## src/rtl/rdo_pkg.sv

```systemverilog
package rdo_pkg;
  typedef enum logic [2:0] {
    ST_IDLE = 3'd0,
    ST_ACQ  = 3'd1,
    ST_CONV = 3'd2,
    ST_WAIT = 3'd3,
    ST_SEND = 3'd4,
    ST_PASS = 3'd5
  } rdo_st_e;
endpackage

```

## src/rtl/rdo_node.sv

```systemverilog
module rdo_node
  import rdo_pkg::*;
#(
  parameter int ACQ_CYC = 6,
  parameter int CONV_CYC = 4,
  parameter int CW = 4,
  parameter int IW = 2,
  parameter int CHIP_ID = 0,
  localparam int MAXPH = (ACQ_CYC > CONV_CYC) ? ACQ_CYC : CONV_CYC,
  localparam int PW = $clog2(MAXPH + 1),
  localparam int DW = IW + CW
) (
  input  logic          clk,
  input  logic          rst_n,
  input  logic          start_i,
  input  logic          tok_i,
  input  logic [CW-1:0] evt_cnt_i,
  output logic          conv_end_o,
  output logic          tok_o,
  output logic          oe_o,
  output logic [DW-1:0] word_o,
  output logic          lp_o
);

  rdo_st_e       state_q, state_d;
  logic [PW-1:0] ph_q, ph_d;
  logic [CW-1:0] n_q, n_d;
  logic [CW-1:0] idx_q, idx_d;

  always_comb begin
    state_d = state_q;
    ph_d    = ph_q;
    n_d     = n_q;
    idx_d   = idx_q;
    if (start_i) begin
      state_d = ST_ACQ;
      ph_d    = '0;
      idx_d   = '0;
    end else begin
      case (state_q)
        ST_ACQ: begin
          if (ph_q == PW'(ACQ_CYC - 1)) begin
            state_d = ST_CONV;
            ph_d    = '0;
            n_d     = evt_cnt_i;
          end else begin
            ph_d = ph_q + 1'b1;
          end
        end
        ST_CONV: begin
          if (ph_q == PW'(CONV_CYC - 1)) begin
            state_d = ST_WAIT;
            ph_d    = '0;
          end else begin
            ph_d = ph_q + 1'b1;
          end
        end
        ST_WAIT: begin
          if (tok_i) begin
            idx_d   = '0;
            state_d = (n_q == '0) ? ST_PASS : ST_SEND;
          end
        end
        ST_SEND: begin
          if (idx_q == n_q - 1'b1) state_d = ST_PASS;
          else                     idx_d   = idx_q + 1'b1;
        end
        ST_PASS: state_d = ST_IDLE;
        default: state_d = ST_IDLE;
      endcase
    end
  end

  always_ff @(posedge clk or negedge rst_n) begin
    if (!rst_n) begin
      state_q <= ST_IDLE;
      ph_q    <= '0;
      n_q     <= '0;
      idx_q   <= '0;
    end else begin
      state_q <= state_d;
      ph_q    <= ph_d;
      n_q     <= n_d;
      idx_q   <= idx_d;
    end
  end

  assign conv_end_o = (state_q == ST_CONV) && (ph_q == PW'(CONV_CYC - 1)) && !start_i;
  assign tok_o      = (state_q == ST_PASS);
  assign oe_o       = (state_q == ST_SEND);
  assign word_o     = oe_o ? {IW'(CHIP_ID), idx_q} : '0;
  assign lp_o       = (state_q == ST_IDLE) || (state_q == ST_WAIT);

  p_acq_to_conv_r1: assert property (@(posedge clk) disable iff (!rst_n)
    (state_q == ST_ACQ && ph_q == PW'(ACQ_CYC - 1) && !start_i) |=> (state_q == ST_CONV));

  p_tok_single_r4: assert property (@(posedge clk) disable iff (!rst_n)
    tok_o |=> !tok_o);

  p_zero_pass_r5: assert property (@(posedge clk) disable iff (!rst_n)
    (state_q == ST_WAIT && tok_i && n_q == '0 && !start_i) |=> (tok_o && !oe_o));

  p_send_not_lp_r7: assert property (@(posedge clk) disable iff (!rst_n)
    oe_o |-> !lp_o);

  p_abort_r9: assert property (@(posedge clk) disable iff (!rst_n)
    start_i |=> (state_q == ST_ACQ && !oe_o));

endmodule

```

## src/rtl/rdo_bus_or.sv

```systemverilog
module rdo_bus_or #(
  parameter int NCHIP = 4,
  parameter int DW = 6
) (
  input  logic                clk,
  input  logic                rst_n,
  input  logic [NCHIP-1:0]    oe_i,
  input  logic [NCHIP*DW-1:0] words_i,
  output logic [DW-1:0]       data_o
);

  always_comb begin
    data_o = '0;
    for (int i = 0; i < NCHIP; i++) data_o = data_o | words_i[i*DW +: DW];
  end

  p_one_driver_r2: assert property (@(posedge clk) disable iff (!rst_n)
    $onehot0(oe_i));

  p_quiet_bus_r2: assert property (@(posedge clk) disable iff (!rst_n)
    (oe_i == '0) |-> (data_o == '0));

endmodule

```

## src/rtl/rdo_chain.sv

```systemverilog
module rdo_chain #(
  parameter int NCHIP = 4,
  parameter int ACQ_CYC = 6,
  parameter int CONV_CYC = 4,
  parameter int CW = 4,
  localparam int IW = (NCHIP > 1) ? $clog2(NCHIP) : 1,
  localparam int DW = IW + CW
) (
  input  logic                clk,
  input  logic                rst_n,
  input  logic                start_i,
  input  logic [NCHIP*CW-1:0] evt_cnt_i,
  output logic [DW-1:0]       bus_data_o,
  output logic [NCHIP-1:0]    bus_oe_o,
  output logic [NCHIP-1:0]    tok_o,
  output logic [NCHIP-1:0]    lp_o,
  output logic                done_o
);

  logic [NCHIP-1:0]    tok_in;
  logic [NCHIP-1:0]    conv_end;
  logic [NCHIP*DW-1:0] words;
  logic                kick_q, kick_d;
  logic                done_q, done_d;

  assign tok_in[0] = kick_q;

  for (genvar g = 0; g < NCHIP; g++) begin : g_node
    if (g > 0) begin : g_link
      assign tok_in[g] = tok_o[g-1];
    end
    rdo_node #(
      .ACQ_CYC (ACQ_CYC),
      .CONV_CYC(CONV_CYC),
      .CW      (CW),
      .IW      (IW),
      .CHIP_ID (g)
    ) u_node (
      .clk       (clk),
      .rst_n     (rst_n),
      .start_i   (start_i),
      .tok_i     (tok_in[g]),
      .evt_cnt_i (evt_cnt_i[g*CW +: CW]),
      .conv_end_o(conv_end[g]),
      .tok_o     (tok_o[g]),
      .oe_o      (bus_oe_o[g]),
      .word_o    (words[g*DW +: DW]),
      .lp_o      (lp_o[g])
    );
  end

  rdo_bus_or #(.NCHIP(NCHIP), .DW(DW)) u_bus (
    .clk    (clk),
    .rst_n  (rst_n),
    .oe_i   (bus_oe_o),
    .words_i(words),
    .data_o (bus_data_o)
  );

  always_comb begin
    kick_d = conv_end[0] && !start_i;
    if (start_i)                done_d = 1'b0;
    else if (tok_o[NCHIP-1])    done_d = 1'b1;
    else                        done_d = done_q;
  end

  always_ff @(posedge clk or negedge rst_n) begin
    if (!rst_n) begin
      kick_q <= 1'b0;
      done_q <= 1'b0;
    end else begin
      kick_q <= kick_d;
      done_q <= done_d;
    end
  end

  assign done_o = done_q;

  p_done_after_last_r8: assert property (@(posedge clk) disable iff (!rst_n)
    $rose(done_o) |-> $past(tok_o[NCHIP-1]));

  p_start_clears_done_r8: assert property (@(posedge clk) disable iff (!rst_n)
    start_i |=> !done_o);

endmodule

```

## config.mk

```make
export PLATFORM = sky130hd
export DESIGN_NAME = rdo_chain
export DESIGN_NICKNAME = d
export VERILOG_FILES = /design/src/rtl/rdo_pkg.sv /design/src/rtl/rdo_node.sv /design/src/rtl/rdo_bus_or.sv /design/src/rtl/rdo_chain.sv
export SDC_FILE = /design/constraint.sdc
export NUM_CORES = 1
export LEC_CHECK = 0
export BUFFER_PORTS_ARGS = -buffer_cell sky130_fd_sc_hd__clkbuf_2
export CORE_MARGIN = 3
export CORE_UTILIZATION = 56
export CTS_BUF_LIST = sky130_fd_sc_hd__clkbuf_16
export DETAILED_ROUTE_END_ITERATION = 6
export PLACE_DENSITY_LB_ADDON = 0.05
export SLEW_MARGIN = 20
export SYNTH_ARGS = -nofsm -noshare
export SYNTH_HDL_FRONTEND = slang
export SYNTH_SLANG_ARGS = --single-unit
```

## constraint.sdc

```tcl
create_clock -name clk -period 2.09 [get_ports clk]
set_input_delay 0.418 -clock clk [delete_from_list [all_inputs] [get_ports clk]]
set_output_delay 0.418 -clock clk [all_outputs]
set_load 0.03 [all_outputs]
```

Word level (Yosys, flattened, before mapping)
Index checks and enable logic that the tools add are counted.
{ "op_classes": {"eq_ne": 52, "n_mul": 0, "shifts": 0, "n_lt_le_gt_ge": 0, "div": 0, "reduce_logical": 37, "addsub": 12, "mux": 66, "n_bitwise": 4} }
{ "ops": {"columns": ["cell", "n"], "rows": [
  ["$mux 3", 32],
  ["$mux 4", 13],
  ["$ne 3x3->1 const B", 16],
  ["$pmux 3 s4", 4],
  ["$eq 3x2->1 const B", 12],
  ["$eq 3x3->1 const B", 12],
  ["$pmux 4 s2", 4],
  ["$pmux 3 s2", 4],
  ["$reduce_and 3->1", 8],
  ["$reduce_bool 3->1", 8],
  ["$add 4x1->4 const B", 4],
  ["$eq 4x4->1", 4],
  ["$logic_not 4->1", 4],
  ["$reduce_and 4->1", 4],
  ["$sub 4x1->4 const B", 4],
  ["$add 3x1->3 const B", 4],
  ["$eq 3x1->1 const B", 4],
  ["$logic_not 3->1", 4],
  ["$mux 6", 2],
  ["$ne 3x2->1 const B", 4],
  ["$or 6x6->6", 2],
  ["$mux 1", 6],
  ["$mux 5", 1],
  ["$or 4x5->5", 1],
  ["other kinds (5)", 10]
]} }
{ "word_totals": {"input_bits": 19, "mem_count": 0, "out_inout_bits": 19, "ramBits": 0, "reg_bits": 58, "rom_bits": 0, "latch_bits": 0} }

Depth between registers and ports, before layout
{ "logic_depth": {"ltp_word": 5, "ltp_mapped": 7, "ltp_nobuf": 7} }

Modules after synthesis
Synthesis repeated with hierarchy kept, for this count alone.
{ "unflattened": {"hier_cells": 433, "hier_area_um2": 4046.4} }
{ "by_module_without_submodules": {"columns": ["mod", "area_per_inst_um2", "cells_per_inst", "n_inst", "seq_area_each_um2"], "rows": [
  ["rdo_node at g_node[3].u_node", 1011.0, 108, 1, 350.3],
  ["rdo_node at g_node[0].u_node", 992.2, 104, 1, 350.3],
  ["rdo_node at g_node[2].u_node", 969.7, 107, 1, 350.3],
  ["rdo_node at g_node[1].u_node", 962.2, 104, 1, 350.3],
  ["rdo_chain", 66.3, 4, 1, 50.0],
  ["rdo_bus_or", 45.0, 6, 1, 0.0]
]} }

Worst setup path before layout
No wires, ideal clock.
{ "synth_path": {"path_kind": "register -> output", "start": "register g_node[2].u_node.state_q[0]", "end": "output bus_data_o[2]", "stages_incl_launch_ff": 6, "path_buffers": 1, "t_arrival_ns": 1.477, "setup_slack_ns": 0.195, "required_ns": 1.672, "cell_sequence": "dfrtp_1 -> buf_2 -> or3b_2 -> inv_1 -> a22oi_1 -> nand3_1"} }
{ "synth_via": {"elab_chain_cells": 4} }
{ "synth_rtl": {"columns": ["element", "line_no", "text"], "rows": [
  ["start, declared", "rdo_node.sv:25", "rdo_st_e state_q, state_d;"],
  ["start signal, assigned", "rdo_node.sv:81", "state_q <= state_d;"],
  ["$eq 3x3->1", "rdo_node.sv:90", "assign oe_o = (state_q == ST_SEND);"],
  ["named net g_node[2].u_node.oe_o", "rdo_node.sv:20", "output logic oe_o,"],
  ["$mux 6", "rdo_node.sv:91", "assign word_o = oe_o ? {IW'(CHIP_ID), idx_q} : '0;"],
  ["$or 6x6->6 (2 in series)", "rdo_bus_or.sv:14", "for (int i = 0; i < NCHIP; i++) data_o = data_o | words_i[i*DW +: DW];"],
  ["end, declared", "rdo_chain.sv:13", "output logic [DW-1:0] bus_data_o,"]
]} }
The timed path passes the listed nets, and every way through them passes these cells.

Worst setup path in the final report
{ "layout_path": {"start": "register g_node[1].u_node.state_q[0]", "end": "output bus_data_o[2]"} }
{ "layout_via": {"elab_chain_cells": 5} }
{ "layout_rtl": {"columns": ["element", "line_no"], "rows": [
  ["start, declared", "rdo_node.sv:25"],
  ["start signal, assigned", "rdo_node.sv:81"],
  ["$eq 3x3->1", "rdo_node.sv:90"],
  ["$mux 5", "rdo_node.sv:91"],
  ["$or 4x5->5", "rdo_bus_or.sv:14"],
  ["$or 6x6->6 (2 in series)", "rdo_bus_or.sv:14"]
]} }
No other way between the ends.

==> impl_results.md <==
- Status: complete, no violations
- Sequential-to-total area share from yosys stat: between 30% and 40%
- Hold_ws: 97.0 ps
- Clock share of power: 29.4%
- GRT overflow: 0
- 1st-iter DRT viols: 167
- Worst setup margin: 38.8 ps
- Cell internal pwr: between 3 and 4 mW
- DRC Markers: 0
- Chip Width: between 80 and 90 µm
- Via/cell ratio: 5.65
- Finished Layout Cells: about 530
- Antenna viol nets, final: 0
- Placed wire-length estimate: 5580 µm
- Syn nets: 445
- Clk buf depth: 2
- Gpl congestion: 0.803
- Ys flop type: dfrtp_1
- Minimum clock period: 2050 ps
- Port Buffer Count: 37
- First-pass GRT wire length: 13500 µm
- DP Area: 4000 µm²
- Endpoints failing hold: 0
- Yosys top cell by area: dfrtp_1
- Part of the power in registers: 34.7%
- Cts bufs inserted: 9
- Yosys warns: 0
- Gate power share: 35.9%
- # hold bufs at CTS: 0
- Most frequent cell after synthesis: dfrtp_1
- Worst R2R Path Depth: 5
- # diodes: 0
- Layout cell share with drive strength beyond 1: 25.1%
- Clock latency at the later pin of the worst-skew pair: 320 ps
- P&R area growth vs syn: 18.1%
- WS Path Type: reg2out
- Chip height: 87.7 µm
- Initial antenna violation count: 0
- Tot GR Track Use: roughly 22%
- Fmax: 0.488 GHz
- Setup crit start kind: flop
- Asr flop ratio synth: 100%
- Worst Path Required: approximately 1700 ps
- Starting Density: 58.3%
- Routed vias: roughly 3000
- Row count: 29
- Final setup TNS: 0 ps
- EDFF count, synth: 0
- Setup violations, final: 0
- Tcrit/Tclk final: 98.1%
- Vias in the first global route: just under 3000
- Die ar.: 7700 µm²
- Max_slew headroom: 67.2%
- Unrepaired setup endpoints after global routing: false
- Dpl cells: 507
- Critical path peak fanout: 7
- Largest net degree at the start of global routing: 59
- Pwr Density: roughly 1100 nW/µm²
- Cell area after layout: 4420 µm²
- Top cells by count, synth: dfrtp_1, nand2_1, nor2_1
- Layout Skew: 6.69 ps
- Clock tree sinks: 58
- Static Leak: ~2.0 nW
- I/O pins: 38
- Hold Path Class: in2async
- WL final: 7870 µm
- Post-Synthesis Cells: 402
- Sw Share: 34.4%
- Clk slew on worst S/H paths: 50 ps
- Share of the synthesized area in the top cell type: 38.8%
- CTS tree: done
- Yosys reg bits: 58
- Utilization after layout: between 60% and 70%
- Mapped Area: 3740 µm²
- Core footprint: approximately 6400 µm²
- First-pass DRT Iterations: 4
- Peak supply drop: 0.527 mV
- Final Power: 4.75 mW
- Worst EP arrival: 1630 ps
- Net switching power: 1.63 mW
- Max-cap viol count: 0
- R2R setup slack: approximately 170 ps
- Largest cells by area after synthesis: dfrtp_1, ha_1, mux2_2
- Avg Cell Area, Syn: 9.31 µm²
- Drt wl/cell: 14.8 µm
- Dpl ws: 125 ps
- Least-Margin Pin Slew: 489 ps
- Critical Path End Type: primary output
- Nets@finish: a little under 500
- H-tree lvl count: 3
- Final Max Slew Viols: 0
- Root buffer cell: clkbuf_16
- Synth cell types: 60
final timing paths:
kind,start,end
worst max-delay path,g_node[1].u_node.state_q[0],bus_data_o[2]
worst min-delay path,rst_n,g_node[1].u_node.ph_q[2]
worst max register to register,g_node[1].u_node.state_q[2],g_node[1].u_node.n_q[3]
worst min register to register,done_o,done_o
max in group asynchronous,rst_n,g_node[0].u_node.state_q[0]
min in group clk,evt_cnt_i[1],g_node[0].u_node.n_q[1]
timing repair:
item / in CTS / in global routing
buffers inserted: 3 / 6
endpoints found under the setup margin: 7 / 11
pin swaps: 0 / 3
resized for setup: 10 / 18
layer usage:
layer	vias to the layer above	share of wire [%]	GRT usage (%)
li1	1507	-	-
met1	1435	46	28.8
met4	0	0.93	8.93
met5	-	0	0
met3	7	4.2	3.48
met2	56	49	37.5
sequential cells by signal, indices dropped and copies added, names as in the netlist:
signal and cells:
g_node.u_node.idx_q 16, g_node.u_node.n_q 16, g_node.u_node.ph_q 12, g_node.u_node.state_q 12, done_o 1, kick_q 1
power by group through the flow:
stage                     Clock [mW]  Sequential (mW)  Combinational (mW)
after global placement             0             1.64                1.62
after detailed placement           0             1.66                1.67
after floorplan                    0             1.59                1.40
after CTS                       1.43             1.64                1.70
final                           1.40             1.64                1.71
after global routing            1.48             1.68                1.96
final cells by class:
class | instances | area [µm²]
Clock inverter | 7 | 61.3
Timing Repair Buffer | 59 | 385
Fill cell | 515 | 2010
Sequential cell | 58 | 1460
Clock buffer | 9 | 225
Multi-Input combinational cell | 296 | 2080
Tap cell | 77 | 96.3
Inverter | 26 | 113
cell usage in the layout, fill, tap and decap left out, drive strengths merged, types with 15 or more instances in the layout:
cell type,instances
mux2,16
inv,27
clkbuf,42
nand2,35
a21oi,24
buf,26
nor3,15
ha,24
nor2,31
xnor2,15
o21ai,16
nand3,17
dfrtp,58
cells by family (layout without fill, tap and decap cells):
group,after synthesis,count (layout),synth area share (%)
AND/OR/NAND/NOR,149,149,20.8
AO/OA/AOI/OAI,82,82,14.4
flip-flops,58,58,38.8
adder cells (fa/ha/maj),24,24,8.03
buffers and inverters,48,101,6.19
XOR/XNOR,25,25,6.99
multiplexers,16,16,4.82
critical path, cell delays in order (launching register included):
cell      delay, ps
dfrtp_2         440
or3_4           430
inv_8            90
a22oi_2          50
nand3_1         130
clkbuf_8        170
No activity file was read; power rests on OpenSTA's default activity.
